### src/rtl/rtcdiv_pkg.sv
package rtcdiv_pkg;
    localparam int REG_W  = 8;
    localparam int SEL_W  = 2;
    localparam logic [SEL_W-1:0] SEL_OFF = 2'd2;
    localparam logic [REG_W-1:0] REG_RST = 8'h02;

    typedef enum logic [SEL_W-1:0] {
        RATE_64  = 2'd0,
        RATE_32  = 2'd1,
        RATE_OFF = 2'd2,
        RATE_16  = 2'd3
    } rate_sel_e;
endpackage

### src/rtl/rtcdiv_modereg.sv
module rtcdiv_modereg #(
    parameter int REG_W = rtcdiv_pkg::REG_W,
    parameter int SEL_W = rtcdiv_pkg::SEL_W,
    parameter logic [REG_W-1:0] RST_VAL = rtcdiv_pkg::REG_RST
) (
    input  logic             clk,
    input  logic             rst_n,
    input  logic             wr_en,
    input  logic [REG_W-1:0] wr_data,
    output logic [REG_W-1:0] value,
    output logic [SEL_W-1:0] sel
);
    typedef struct packed {
        logic [REG_W-1:0] mode;
    } st_t;

    st_t st_d, st_q;

    always_comb begin
        st_d = st_q;
        if (wr_en) begin
            st_d.mode = wr_data;
        end
    end

    always_ff @(posedge clk or negedge rst_n) begin
        if (!rst_n) begin
            st_q.mode <= RST_VAL;
        end else begin
            st_q <= st_d;
        end
    end

    assign value = st_q.mode;
    assign sel   = st_q.mode[SEL_W-1:0];

    // a write lands in full on the next cycle
    a_r6_wr_store: assert property (@(posedge clk) disable iff (!rst_n)
        wr_en |=> value == $past(wr_data));
    // without a write the register holds
    a_r6_hold: assert property (@(posedge clk) disable iff (!rst_n)
        !wr_en |=> $stable(value));
endmodule

### src/rtl/rtcdiv_counter.sv
module rtcdiv_counter #(
    parameter int SEL_W = rtcdiv_pkg::SEL_W,
    parameter logic [SEL_W-1:0] OFF_CODE = rtcdiv_pkg::SEL_OFF,
    localparam int CNT_W = SEL_W + 1
) (
    input  logic             clk,
    input  logic             rst_n,
    input  logic             tick,
    input  logic             clear,
    input  logic [SEL_W-1:0] sel,
    output logic             fire
);
    typedef struct packed {
        logic [CNT_W-1:0] cnt;
    } st_t;

    st_t st_d, st_q;
    logic [CNT_W-1:0] inc;
    logic [CNT_W-1:0] limit;

    assign limit = CNT_W'(sel);

    always_comb begin
        st_d = st_q;
        fire = 1'b0;
        inc  = st_q.cnt + CNT_W'(1);
        if (clear) begin
            st_d.cnt = '0;
        end else if (tick && (sel != OFF_CODE)) begin
            if (inc > limit) begin
                fire     = 1'b1;
                st_d.cnt = '0;
            end else begin
                st_d.cnt = inc;
            end
        end
    end

    always_ff @(posedge clk or negedge rst_n) begin
        if (!rst_n) begin
            st_q.cnt <= '0;
        end else begin
            st_q <= st_d;
        end
    end

    // count never passes the selection value
    a_r4_cnt_bound: assert property (@(posedge clk) disable iff (!rst_n)
        st_q.cnt <= limit);
    // a write leaves the count at zero
    a_r7_clear: assert property (@(posedge clk) disable iff (!rst_n)
        clear |=> st_q.cnt == '0);
    // a disabled selection freezes the count
    a_r5_off_frozen: assert property (@(posedge clk) disable iff (!rst_n)
        (sel == OFF_CODE && !clear) |=> $stable(st_q.cnt));
    // no strobe, no movement
    a_r10_idle: assert property (@(posedge clk) disable iff (!rst_n)
        (!tick && !clear) |=> $stable(st_q.cnt));
endmodule

### src/rtl/rtcdiv_irqflag.sv
module rtcdiv_irqflag (
    input  logic clk,
    input  logic rst_n,
    input  logic set,
    input  logic ack,
    output logic irq
);
    typedef struct packed {
        logic irq;
    } st_t;

    st_t st_d, st_q;

    always_comb begin
        st_d = st_q;
        if (set) begin
            st_d.irq = 1'b1;
        end else if (ack) begin
            st_d.irq = 1'b0;
        end
    end

    always_ff @(posedge clk or negedge rst_n) begin
        if (!rst_n) begin
            st_q.irq <= 1'b0;
        end else begin
            st_q <= st_d;
        end
    end

    assign irq = st_q.irq;

    // expiry beats acknowledge
    a_r9_set_wins: assert property (@(posedge clk) disable iff (!rst_n)
        set |=> irq);
    // acknowledge drops the line
    a_r8_ack: assert property (@(posedge clk) disable iff (!rst_n)
        (ack && !set) |=> !irq);
    // level held otherwise
    a_r8_hold: assert property (@(posedge clk) disable iff (!rst_n)
        (!ack && !set) |=> $stable(irq));
endmodule

### src/rtl/rtc_irq_divider.sv
module rtc_irq_divider #(
    parameter int REG_W = rtcdiv_pkg::REG_W,
    parameter int SEL_W = rtcdiv_pkg::SEL_W
) (
    input  logic             clk,
    input  logic             rst_n,
    input  logic             tick_i,
    input  logic             wr_en_i,
    input  logic [REG_W-1:0] wr_data_i,
    input  logic             rd_en_i,
    output logic [REG_W-1:0] rd_data_o,
    output logic             irq_o
);
    logic [SEL_W-1:0] sel;
    logic             fire;

    rtcdiv_modereg #(.REG_W(REG_W), .SEL_W(SEL_W)) u_reg (
        .clk     (clk),
        .rst_n   (rst_n),
        .wr_en   (wr_en_i),
        .wr_data (wr_data_i),
        .value   (rd_data_o),
        .sel     (sel)
    );

    rtcdiv_counter #(.SEL_W(SEL_W)) u_cnt (
        .clk   (clk),
        .rst_n (rst_n),
        .tick  (tick_i),
        .clear (wr_en_i),
        .sel   (sel),
        .fire  (fire)
    );

    rtcdiv_irqflag u_irq (
        .clk   (clk),
        .rst_n (rst_n),
        .set   (fire),
        .ack   (rd_en_i),
        .irq   (irq_o)
    );

    // with interrupts off, a low line stays low
    a_r5_off_quiet: assert property (@(posedge clk) disable iff (!rst_n)
        (sel == rtcdiv_pkg::SEL_OFF && !wr_en_i && !irq_o) |=> !irq_o);
endmodule

### config.mk
export PLATFORM = sky130hd
export DESIGN_NAME = rtc_irq_divider
export DESIGN_NICKNAME = d
export VERILOG_FILES = /design/src/rtl/rtcdiv_pkg.sv /design/src/rtl/rtcdiv_modereg.sv /design/src/rtl/rtcdiv_counter.sv /design/src/rtl/rtcdiv_irqflag.sv /design/src/rtl/rtc_irq_divider.sv
export SDC_FILE = /design/constraint.sdc
export NUM_CORES = 1
export LEC_CHECK = 0
export ABC_AREA = 1
export BUFFER_PORTS_ARGS = -buffer_cell sky130_fd_sc_hd__buf_2
export CAP_MARGIN = 20
export CORE_MARGIN = 5
export CORE_UTILIZATION = 40
export CTS_CLUSTER_DIAMETER = 60
export DETAILED_ROUTE_END_ITERATION = 6
export PLACE_DENSITY = 0.71
export SYNTH_ARGS = -nofsm -noshare
export SYNTH_HDL_FRONTEND = slang
export SYNTH_SLANG_ARGS = --single-unit
export TNS_END_PERCENT = 30
### constraint.sdc
create_clock -name clk -period 1.55 [get_ports clk]
set_clock_uncertainty 0.15 [all_clocks]
set_input_delay 0.2325 -clock clk [delete_from_list [all_inputs] [get_ports clk]]
set_output_delay 0.2325 -clock clk [all_outputs]
set_load 0.01 [all_outputs]
# Yosys cells after proc, flatten, opt, wreduce, memory -nomap -nowiden
# Cells that the tools add are included.
[word_totals]
latch_bits = 0
input_bits = 13
ram_bits = 0
rom_bits = 0
memories = 0
wordCells = 17
reg_bits = 12
out_inout_bits = 9
[classes]
n_shift = 0
multipliers = 0
n_div = 0
n_lt_le_gt_ge = 1
muxes = 8
n_bitwise = 0
n_reduce_logical = 3
add_sub_neg = 1
eq_ne = 1
[op_table]
columns = ["operator", "n"]
rows = [
  ["3-bit 2-to-1 mux", 3],
  ["1-bit 2-to-1 mux", 5],
  ["2-bit nonzero test", 2],
  ["3-bit by 1-bit adder with 3-bit output, second input constant", 1],
  ["3-bit by 2-bit > comparator with 1-bit output", 1],
  ["2-bit != test, second input constant", 1],
  ["1-bit logical AND", 1],
]

# Depth between registers and ports, before layout
[depth]
ltp_word = 6
ltp_mapped = 8

# Modules after synthesis
# Synthesis repeated with hierarchy kept, for this count alone.
[unflattened]
cells_unflattened = 71
area_unflattened_um2 = 604.3
[modules_own_cells]
columns = ["mod", "n_inst", "cells_each", "area_each_um2"]
rows = [
  ["rtcdiv_modereg", 1, 36, 321.6],
  ["rtcdiv_counter", 1, 30, 242.7],
  ["rtcdiv_irqflag", 1, 5, 40.0],
]

# Worst setup path after synthesis
# No wires, ideal clock.
[synth_timing]
kind = "reg2reg"
startpoint = "register u_cnt.st_q[0] (netlist bit)"
endpoint = "register, netlist name u_irq.irq"
required_time_ns = 1.284
n_path_buf = 0
path_stages_with_launch = 9
arrival_ns = 1.282
setup_slack_ns = 0.002
path_cell_list = "dfrtp_1 > ha_1 > ha_1 > nand2_1 > nand2_1 > nand2_1 > nand2_1 > nand2_1 > nand2_1"
[synth_via]
elab_chain_cells = 6
elab_cells_between_ends = 7
[synth_rtl]
columns = ["item", "line_no", "text"]
rows = [
  ["from (decl)", "rtcdiv_counter.sv:17", "st_t st_d, st_q;"],
  ["from (signal assigned)", "rtcdiv_counter.sv:43", "st_q <= st_d;"],
  ["3-bit by 1-bit adder with 3-bit output (*)", "rtcdiv_counter.sv:26", "inc = st_q.cnt + CNT_W'(1);"],
  ["3-bit by 2-bit > comparator with 1-bit output (*)", "rtcdiv_counter.sv:30", "if (inc > limit) begin"],
  ["1-bit 2-to-1 mux (*)", "rtcdiv_counter.sv:30", ""],
  ["1-bit 2-to-1 mux (*)", "rtcdiv_counter.sv:29", "end else if (tick && (sel != OFF_CODE)) begin"],
  ["1-bit 2-to-1 mux (*)", "rtcdiv_counter.sv:27", "if (clear) begin"],
  ["1-bit 2-to-1 mux or 2-bit nonzero test (tied branches)", "n/a", ""],
]
# Every way passes the cells marked *; elsewhere a longest branch is shown, timed or not.
# A chain may end at the register's enable or synchronous reset.

# Worst setup path after layout
[layout_timing]
startpoint = "register u_cnt.st_q[1] (netlist bit)"
endpoint = "register, netlist name u_irq.irq"
[layout_via]
elab_chain_cells = 6
elab_cells_between_ends = 7
[layout_rtl]
columns = ["item", "line_no"]
rows = [
  ["3-bit by 1-bit adder with 3-bit output (*)", "rtcdiv_counter.sv:26"],
  ["3-bit by 2-bit > comparator with 1-bit output (*)", "rtcdiv_counter.sv:30"],
  ["1-bit 2-to-1 mux (*)", "rtcdiv_counter.sv:30"],
  ["1-bit 2-to-1 mux (*)", "rtcdiv_counter.sv:29"],
  ["1-bit 2-to-1 mux (*)", "rtcdiv_counter.sv:27"],
  ["1-bit 2-to-1 mux or 2-bit nonzero test (tied branches)", "n/a"],
]
# Marked as above.

==> results.toml <==
[power]
comb_power_share_pct = 26.5
p_int_w = 0.0005393
swShare_pct = 29.89
p_switching_w = 0.0002300
ir_drop_mv = 0.5529
powerDensity_nw_per_um2 = 1006
seqPwrFrac_pct = 47.5
pwr-share-clk_pct = 26.0
leakage_nw = 0.4295

[floorplan]
io_pins = 22
row_count = 13
coreArea_sq_um = 1301
dieWidth_um = 47.14
initial_core_util_pct = 42.40
die_area_sq_um = 2222
die_h_um = 47.14

[clocking]
clock_path_buffers = 2
cts_made_buffers = 3
clkTransAtPathRegs_ns = 0.07
cts_tree = "yes"
clkLatencyLatePin_ns = 0.27
cts_root_buf = "clkbuf_4"
ctsHtreeMaxLevel = 1
cts.sinks = 12

[synthesis]
syn_avg_cell_area_sq_um = 8.489
synth-seq-area-share_pct = 54.65
synth_cell_types = 14
ys_warn_count = 0
syn_area_sq_um = 551.8
syn-num-nets = 81
synthCells = 65
ys_seq_elements = 12
synth.area.top_cells = "dfrtp_1 (50%), nand2_1 (21%), ha_1 (6.8%)"
yosysTopAreaCellShare_pct = 49.89
yosys.area.top_type = "dfrtp_1"

[drt]
wire_per_inst_um = 11.03
wl_met2_um = 534
met3_length_um = 88
drtAntennaViolNets = 0
highest_layer = "met4"
vias_per_cell = 4.670
drt-met1-wl_um = 566
routed_wirelength_mm = 1.202
vias = 509
drt_iter0_drc = 3
drc_errors = 0
dr.pass1.iters = 4

[worst_setup_path]
crit_type = "reg -> reg"
endpoint_kind = "flip-flop"
worstPathArrival_ns = 1.50
start_kind = "flip-flop"
crit_path_max_fanout = 3
cp.required_ns = 1.57

[global_routing]
grt.overflow.total = 0
grt_pass1_wl_mm = 2.028
grt_max_degree = 14
grt_pass1_vias = 465
grtUsageTotal_pct = 13.38
antenna_found_initial = 0

[sta]
tightest_slew_ns = 0.2717
min_period_ns = 1.482
slew_viol_final = 0
setup_viol = 0
relSlewSlack_pct = 81.88
hold_ws_ns = 0.01080
grt_setup_unrepaired = "no"
report.final.hold_viol_count = 0
timing.fmax_mhz = 674.8
fin_crit_sh_pct = 95.60

[cells_and_area]
final_area_sq_um = 764.5
final_cells = 109
drive_gt1_share_pct = 36.17
n_antenna_cell = 0
nNetsFinal = 111
area_growth_syn_to_layout_pct = 38.55

[placed_design]
io_buffers = 21
dp.cells = 101
place.gp.congestion = 0.7980
place_area_sq_um = 675.6
dp_hpwl_um = 876.7

[outcome]
status = "complete, no violations"

[run]
maxCapViolCount = 0

[hold_path]
hp-class = "in -> reg"
routing by layer:
| layer | up-vias | global-route usage, % |
|---|---|---|
| met1 | 228 | 18.10 |
| met4 | 0 | 8.287 |
| met3 | 2 | 2.682 |
| met2 | 16 | 19.51 |
| met5 | - | 0 |
| li1 | 263 | - |
critical path, cell delays in order (launching register included):
cell and delay [ns]:
dfrtp_1 0.41, ha_4 0.29, ha_4 0.19, nand2_1 0.06
nand2_1 0.05, nand2_1 0.06, nand2_2 0.06, nand2_1 0.07
nand2_1 0.04
what timing repair did:
item | in CTS | in global routing
pin swaps | 1 | 0
setup buffers | 0 | 2
gates resized for setup | 2 | 1
hold buffers | 2 | 0
endpoints found under the hold margin | 13 | 0
setup endpoints to repair | 3 | 3
placed cells by master, fill, tap and decap left out:
| master | instances |
|---|---|
| dfstp_2 | 1 |
| nand2_2 | 2 |
| clkbuf_1 | 1 |
| dfrtp_1 | 11 |
| nand4_1 | 2 |
| dlygate4sd3_1 | 2 |
| nand2_1 | 30 |
| ha_4 | 2 |
| o21ai_1 | 4 |
| a21oi_1 | 1 |
| nor2_1 | 1 |
| inv_2 | 2 |
| and3_1 | 1 |
| buf_4 | 3 |
| clkbuf_4 | 3 |
| inv_1 | 5 |
| buf_2 | 21 |
| xnor2_1 | 1 |
| ha_1 | 1 |
path summary, 6_finish.rpt:
path	from	endpoint	slack, ns	cells past startpoint
max	u_cnt.st_q[1]	u_irq.irq	0.07	8
min	wr_data_i[3]	u_reg.value[3]	0.01	3
max reg2reg	u_cnt.st_q[1]	u_irq.irq	0.07	8
min reg2reg	u_reg.value[3]	u_reg.value[3]	0.32	2
max in group asynchronous	rst_n	u_reg.value[1]	0.76	2
min in group asynchronous	rst_n	u_cnt.st_q[0]	0.22	2
stage by stage:
stage / power, W / setup TNS [ns] / utilization [%] / worst slack [ns]
after floorplan: 0.0004693 / 0 / - / 0.001908
after global placement: 0.0005353 / -0.0008549 / 51.92 / -0.0008549
after detailed placement: 0.0005447 / -0.1411 / 51.92 / -0.06708
after CTS: 0.0007723 / 0 / 57.40 / 0.04345
final: 0.0007693 / 0 / 58.75 / 0.06815
after global routing: 0.0008257 / 0 / 58.75 / 0.01173
area by class of cell:
cell class,instances,area [sq um]
well taps,15,18.77
flip-flops and latches,12,301.5
multi-input cells,45,244.0
clock buffers,4,26.28
repair buffers,26,147.6
inverters,7,26.28
fillers,144,536.8
cells in the mapped netlist, drive strengths merged:
library cell  number
dfrtp             11
inv                7
buf                1
nand2             32
nand4              2
and3               1
xnor2              1
dfstp              1
a21oi              1
ha                 3
o21ai              4
nor2               1
power by group through the flow:
stage | logic (W) | registers, W | clock network, W
detailed placement | 0.000176 | 0.000369 | 0
global route | 0.000232 | 0.000370 | 0.000224
floorplan | 0.0000873 | 0.000382 | 0
CTS | 0.000197 | 0.000366 | 0.000209
finish | 0.000204 | 0.000365 | 0.000200
global placement | 0.000167 | 0.000368 | 0
cell families (layout without fill, tap and decap cells):
group	Yosys count	count (layout)	share of synthesized area, %
and+or+nand+nor	36	36	26.30
DFF	12	12	54.65
buffers and inverters	8	37	6.124
AOI/OAI and AO/OA	5	5	4.534
adders and majority gates	3	3	6.803
xor gates and xnor gates	1	1	1.588
sequential cells by signal (all words and copies together), names as in the netlist:
signal / count
u_cnt.st_q: 3
u_reg.value: 8
u_irq.irq: 1
No activity file was read; power rests on OpenSTA's default activity.
